--- src/rtl/pllreg_pkg.sv ---
package pllreg_pkg;
  localparam int DATA_W = 8;
  localparam int IDX_W  = 4;

  // strobes from control to datapath
  typedef struct packed {
    logic              wrEn;
    logic [IDX_W-1:0]  idx;
    logic              hi;
    logic [DATA_W-1:0] wrData;
  } pllStb_t;

  // power-up contents, {high byte, low byte}
  function automatic logic [2*DATA_W-1:0] resetWord(input int i);
    case (i)
      0:       return 16'h507D;
      1:       return 16'h4955;
      2:       return 16'h432A;
      3:       return 16'h4A77;
      4:       return 16'h4979;
      5:       return 16'h476F;
      6:       return 16'h2B74;
      7:       return 16'h2971;
      10:      return 16'h3E5C;
      11:      return 16'h2840;
      default: return 16'h0000;
    endcase
  endfunction
endpackage

--- src/rtl/pllreg_ctl.sv ---
module pllreg_ctl
  import pllreg_pkg::*;
#(
  parameter int NUM_REG  = 16,
  parameter int CTRL_IDX = 14
) (
  input  logic              clk,
  input  logic              rstN,
  input  logic              regSel,
  input  logic              wrStb,
  input  logic              rdStb,
  input  logic [DATA_W-1:0] dataIn,
  output pllStb_t           stb,
  output logic [IDX_W-1:0]  curIdx,
  output logic              curHi
);
  localparam logic [IDX_W-1:0] CtrlIdx = IDX_W'(CTRL_IDX);
  localparam logic [IDX_W-1:0] LastIdx = IDX_W'(NUM_REG - 1);

  logic addrWr;
  logic xfer;
  logic lastByte;

  assign addrWr   = wrStb & ~regSel;
  assign xfer     = regSel & (wrStb | rdStb);
  assign lastByte = curHi | (curIdx == CtrlIdx);

  always_ff @(posedge clk) begin
    if (!rstN) begin
      curIdx <= '0;
      curHi  <= 1'b0;
    end else if (addrWr) begin
      curIdx <= dataIn[IDX_W-1:0];
      curHi  <= 1'b0;
    end else if (xfer) begin
      if (lastByte) begin
        curIdx <= (curIdx == LastIdx) ? '0 : curIdx + 1'b1;
        curHi  <= 1'b0;
      end else begin
        curHi  <= 1'b1;
      end
    end
  end

  always_comb begin
    stb.wrEn   = regSel & wrStb;
    stb.idx    = curIdx;
    stb.hi     = curHi;
    stb.wrData = dataIn;
  end
endmodule

--- src/rtl/pllreg_dp.sv ---
module pllreg_dp
  import pllreg_pkg::*;
#(
  parameter int NUM_REG   = 16,
  parameter int CTRL_IDX  = 14,
  parameter int MEM_A_IDX = 10,
  parameter int PIN_W     = 3
) (
  input  logic              clk,
  input  logic              rstN,
  input  pllStb_t           stb,
  input  logic [PIN_W-1:0]  selPins,
  input  logic              selStrobe,
  output logic [DATA_W-1:0] rdByte,
  output logic [DATA_W-1:0] vidM,
  output logic [DATA_W-1:0] vidN,
  output logic [DATA_W-1:0] memM,
  output logic [DATA_W-1:0] memN
);
  localparam int LATCH_W = PIN_W - 1;

  logic [NUM_REG-1:0][DATA_W-1:0] loByte;
  logic [NUM_REG-1:0][DATA_W-1:0] hiByte;
  logic [LATCH_W-1:0]             pinLatch;
  logic [DATA_W-1:0]              ctrl;
  logic [PIN_W-1:0]               vidSel;
  logic [IDX_W-1:0]               vidIdx;
  logic [IDX_W-1:0]               memIdx;

  // one storage slice per index
  for (genvar g = 0; g < NUM_REG; g++) begin : g_reg
    localparam logic [2*DATA_W-1:0] Init = resetWord(g);
    always_ff @(posedge clk) begin
      if (!rstN) begin
        loByte[g] <= Init[DATA_W-1:0];
        hiByte[g] <= Init[2*DATA_W-1:DATA_W];
      end else if (stb.wrEn && stb.idx == IDX_W'(g)) begin
        if (stb.hi) hiByte[g] <= stb.wrData;
        else        loByte[g] <= stb.wrData;
      end
    end
  end

  always_ff @(posedge clk) begin
    if (!rstN)          pinLatch <= '0;
    else if (selStrobe) pinLatch <= selPins[LATCH_W-1:0];
  end

  assign ctrl = loByte[CTRL_IDX];

  // pixel-set source: software, direct pins, or latched pins
  always_comb begin
    if (ctrl[4])      vidSel = ctrl[PIN_W-1:0];
    else if (ctrl[5]) vidSel = selPins;
    else              vidSel = {1'b0, pinLatch};
  end

  assign vidIdx = IDX_W'(vidSel);
  assign memIdx = IDX_W'(MEM_A_IDX) + IDX_W'(ctrl[3]);

  assign vidM   = loByte[vidIdx];
  assign vidN   = hiByte[vidIdx];
  assign memM   = loByte[memIdx];
  assign memN   = hiByte[memIdx];
  assign rdByte = stb.hi ? hiByte[stb.idx] : loByte[stb.idx];
endmodule

--- src/rtl/pllreg_file.sv ---
module pllreg_file
  import pllreg_pkg::*;
#(
  parameter int NUM_REG   = 16,
  parameter int CTRL_IDX  = 14,
  parameter int MEM_A_IDX = 10,
  parameter int PIN_W     = 3
) (
  input  logic              clk,
  input  logic              rstN,
  input  logic              regSel,
  input  logic              wrStb,
  input  logic              rdStb,
  input  logic [DATA_W-1:0] dataIn,
  output logic [DATA_W-1:0] dataOut,
  input  logic [PIN_W-1:0]  selPins,
  input  logic              selStrobe,
  output logic [DATA_W-1:0] vidM,
  output logic [DATA_W-1:0] vidN,
  output logic [DATA_W-1:0] memM,
  output logic [DATA_W-1:0] memN
);
  pllStb_t           stb;
  logic [IDX_W-1:0]  curIdx;
  logic              curHi;
  logic [DATA_W-1:0] rdByte;

  pllreg_ctl #(.NUM_REG(NUM_REG), .CTRL_IDX(CTRL_IDX)) i_ctl (
    .clk(clk), .rstN(rstN), .regSel(regSel), .wrStb(wrStb), .rdStb(rdStb),
    .dataIn(dataIn), .stb(stb), .curIdx(curIdx), .curHi(curHi)
  );

  pllreg_dp #(.NUM_REG(NUM_REG), .CTRL_IDX(CTRL_IDX), .MEM_A_IDX(MEM_A_IDX),
              .PIN_W(PIN_W)) i_dp (
    .clk(clk), .rstN(rstN), .stb(stb), .selPins(selPins), .selStrobe(selStrobe),
    .rdByte(rdByte), .vidM(vidM), .vidN(vidN), .memM(memM), .memN(memN)
  );

  assign dataOut = regSel ? rdByte : DATA_W'(curIdx);
endmodule

--- config.mk ---
export PLATFORM = sky130hd
export DESIGN_NAME = pllreg_file
export DESIGN_NICKNAME = d
export VERILOG_FILES = /design/src/rtl/pllreg_pkg.sv /design/src/rtl/pllreg_ctl.sv /design/src/rtl/pllreg_dp.sv /design/src/rtl/pllreg_file.sv
export SDC_FILE = /design/constraint.sdc
export NUM_CORES = 1
export LEC_CHECK = 0
export ABC_AREA = 1
export BUFFER_PORTS_ARGS = -buffer_cell sky130_fd_sc_hd__buf_2
export CORE_MARGIN = 2
export CORE_UTILIZATION = 52
export DETAILED_ROUTE_END_ITERATION = 12
export PLACE_DENSITY_LB_ADDON = 0.25
export RECOVER_POWER = 25
export SKIP_CTS_REPAIR_TIMING = 1
export SLEW_MARGIN = 20
export SYNTH_ARGS = -nofsm -noshare
export SYNTH_HDL_FRONTEND = slang
export SYNTH_SLANG_ARGS = --single-unit
export TNS_END_PERCENT = 30
--- constraint.sdc ---
create_clock -name clk -period 5.9 [get_ports clk]
set_input_delay 1.18 -clock clk [delete_from_list [all_inputs] [get_ports clk]]
set_output_delay 1.18 -clock clk [all_outputs]
set_load 0.02 [all_outputs]
==> metrics.yaml <==
floorplanning:
  die_w_um: 165
  io_pins: 57
  initial_core_util_pct: 52.4
  core_area_mm2: 0.0258
  rows: 59
  die_area_mm2: 0.0273
  die_h_um: 165
sta:
  setup_tns_ps: 0
  setup_viol: 0
  slew_headroom_pct: -101
  slew_viol_final: 201
  rsz0062_at_grt: "no"
  holdWs_ps: 444
  fin_crit_sh_pct: 83.0
  hold_violations: 0
  worst_slew_pin_slew_ps: 3020
  timing.fmax_mhz: 204
  clock_skew_ps: 11.2
  period_minus_slack_ps: 4900
worst_setup_path:
  cp-start-kind: "input pin"
  worst_setup_path_end_kind: "flop"
  crit_arrival_ps: 5370
  worstPathMaxFanout: 154
  required_ps: 6370
  crit_type: "in -> reg"
clocking:
  tritoncts: "yes"
  htreeDepth: 1
  cts_num_sinks: 263
  clock_path_buffers: 3
  clkTransAtPathRegs_ps: 60
  clkLatencyLatePin_ps: 550
  cts_root_buf: "clkbuf_16"
  cts_buffers: 29
flow_run:
  maxCapViolCount: 2
yosys:
  synth_top_area_share_pct: 38.9
  synth_nets: 2078
  synthFlopType: "dfxtp_1"
  seq_area_frac_synth_pct: 38.9
  synth_common_cells: "nand2_1 (541), o21ai_0 (272), dfxtp_1 (263)"
  yosys_warnings: 0
  synth_area_leader_cell: "dfxtp_1"
  syn-mean-instance-area_um2: 6.58
  yosysMostFrequentCell: "nand2_1"
  synth_async_sr_flop_share_pct: 0
  ys_ff_latch: 263
  ys_types: 27
  synth_edf_count: 0
  synth.cell_area_mm2: 0.0135
  syn-instance-count: 2057
  synth_area_leaders: "dfxtp_1 (39%), nand2_1 (15%), o21ai_0 (10%)"
placement:
  placedCellCount: 2299
  gp_congestion: 0.891
  dpl.hpwl_um: 26300
  place_area_mm2: 0.0137
  placement.io_buffers: 56
pwr:
  p_sw_share_pct: 29.1
  ir_worst_vdd_mv: 0.275
  power.clock.fraction_pct: 41.8
  p_per_area_mw_per_mm2: 286
  p_leak_nw: 6.47
  intPower_mw: 2.96
  power.switching_mw: 1.22
  seqPwrFrac_pct: 43.3
  p_comb_share_pct: 14.9
detailed_routing:
  drt-pass1-iter-count: 6
  drc: 0
  viasPerCell: 5.75
  num_vias: 13500
  wire_per_inst_um: 18.1
  drt-initial-drc-count: 1471
  final_antenna_net_count: 0
  finalWirelength_um: 42500
cells_and_area:
  n_antenna_cell: 0
  syn2layout_area_growth_pct: 7.68
  drive_above_1_share_pct: 7.14
  nFillCells: 2550
  final_cells: 2352
  design_area_mm2: 0.0146
  fin_nets: 2016
global_route:
  grt-ovfl-total: 0
  grt_pass1_wl_um: 66400
  grt_antenna_before_repair: 0
  first_global_vias: 11900
  grtUsageTotal_pct: 30.9
  grt_max_degree: 155
status:
  outcome: "complete, but fails checks"
  violations: "max-capacitance violations, max-slew violations"
worst_hold_path:
  hold_path_class: "reg -> reg"
==> worst max-delay path, stage by stage <==
cell,delay [ps]
clkbuf_2,1990
clkbuf_1,1400
inv_1,370
a21oi_1,220
==> metrics by stage <==
step / worst slack [ps] / utilization, % / power (mW)
final: 1000 / 56.4 / 4.17
after global routing: 762 / 56.4 / 4.31
after CTS: 1550 / 56.5 / 4.17
after detailed placement: 1560 / 52.9 / 2.45
after global placement: 1570 / 52.9 / 2.45
after floorplan: 2450 / - / 2.27
==> flip-flops by register name (all words and copies together) (netlist names) <==
name           flops
i_dp.ctrl          8
i_ctl.curIdx       4
i_dp.pinLatch      2
i_dp.hiByte      128
i_dp.loByte      120
i_ctl.curHi        1
==> power by group through the flow <==
stage | Clock [mW] | Combinational [mW] | Sequential (mW)
finish | 1.75 | 0.623 | 1.81
floorplan | 0 | 0.425 | 1.84
global route | 1.82 | 0.684 | 1.81
global placement | 0 | 0.601 | 1.84
CTS | 1.76 | 0.608 | 1.81
detailed placement | 0 | 0.605 | 1.85
==> logic make-up after synthesis <==
logic type | share of synthesized area [%]
xor gates and xnor gates | 0.0647
DFF | 38.9
and+or+nand+nor | 21.6
buffers and inverters | 12.4
adders and majority gates | 0.370
AOI/OAI and AO/OA | 26.6
==> worst paths after layout <==
check                                     start               to  slack [ps]  cells past startpoint
worst max-delay path                       rstN  i_dp.hiByte[60]        1000                      4
worst min-delay path            i_dp.loByte[71]  i_dp.loByte[71]         440                      2
worst max register to register  i_ctl.curIdx[0]  i_dp.hiByte[21]        2410                     10
worst min register to register  i_dp.loByte[71]  i_dp.loByte[71]         440                      2
==> routing by layer <==
layer  wire [µm]  up-vias  GRT usage [%]
met5           0        -              0
met4        1290        0           9.33
met3        3930       85           4.45
met2       18900      657           48.8
met1       18400     6169           43.8
li1            -     6622              -
==> cells in the final DEF, fill, tap and decap left out, types with 4 or more instances in the layout <==
master,instances
inv_2,8
clkbuf_8,8
buf_4,12
o211ai_1,133
ha_1,4
nand2_1,541
nand3_1,120
clkbuf_1,5
inv_1,250
dfxtp_1,261
clkbuf_16,29
nand3_2,5
buf_2,55
nor2_4,6
a21oi_1,237
clkinv_2,9
o21ai_0,272
nor2_1,37
==> area by class of cell <==
class | count | area [µm²] | share of cell area [%]
timing repair buffer | 71 | 399 | 2.74
multi-input combinational | 1371 | 6600 | 45.3
tap | 335 | 419 | 2.88
inverter | 259 | 972 | 6.67
clock buffer | 41 | 851 | 5.84
clock inverter | 12 | 67.6 | 0.464
sequential | 263 | 5270 | 36.2
Power figures use the tool's default switching activity.
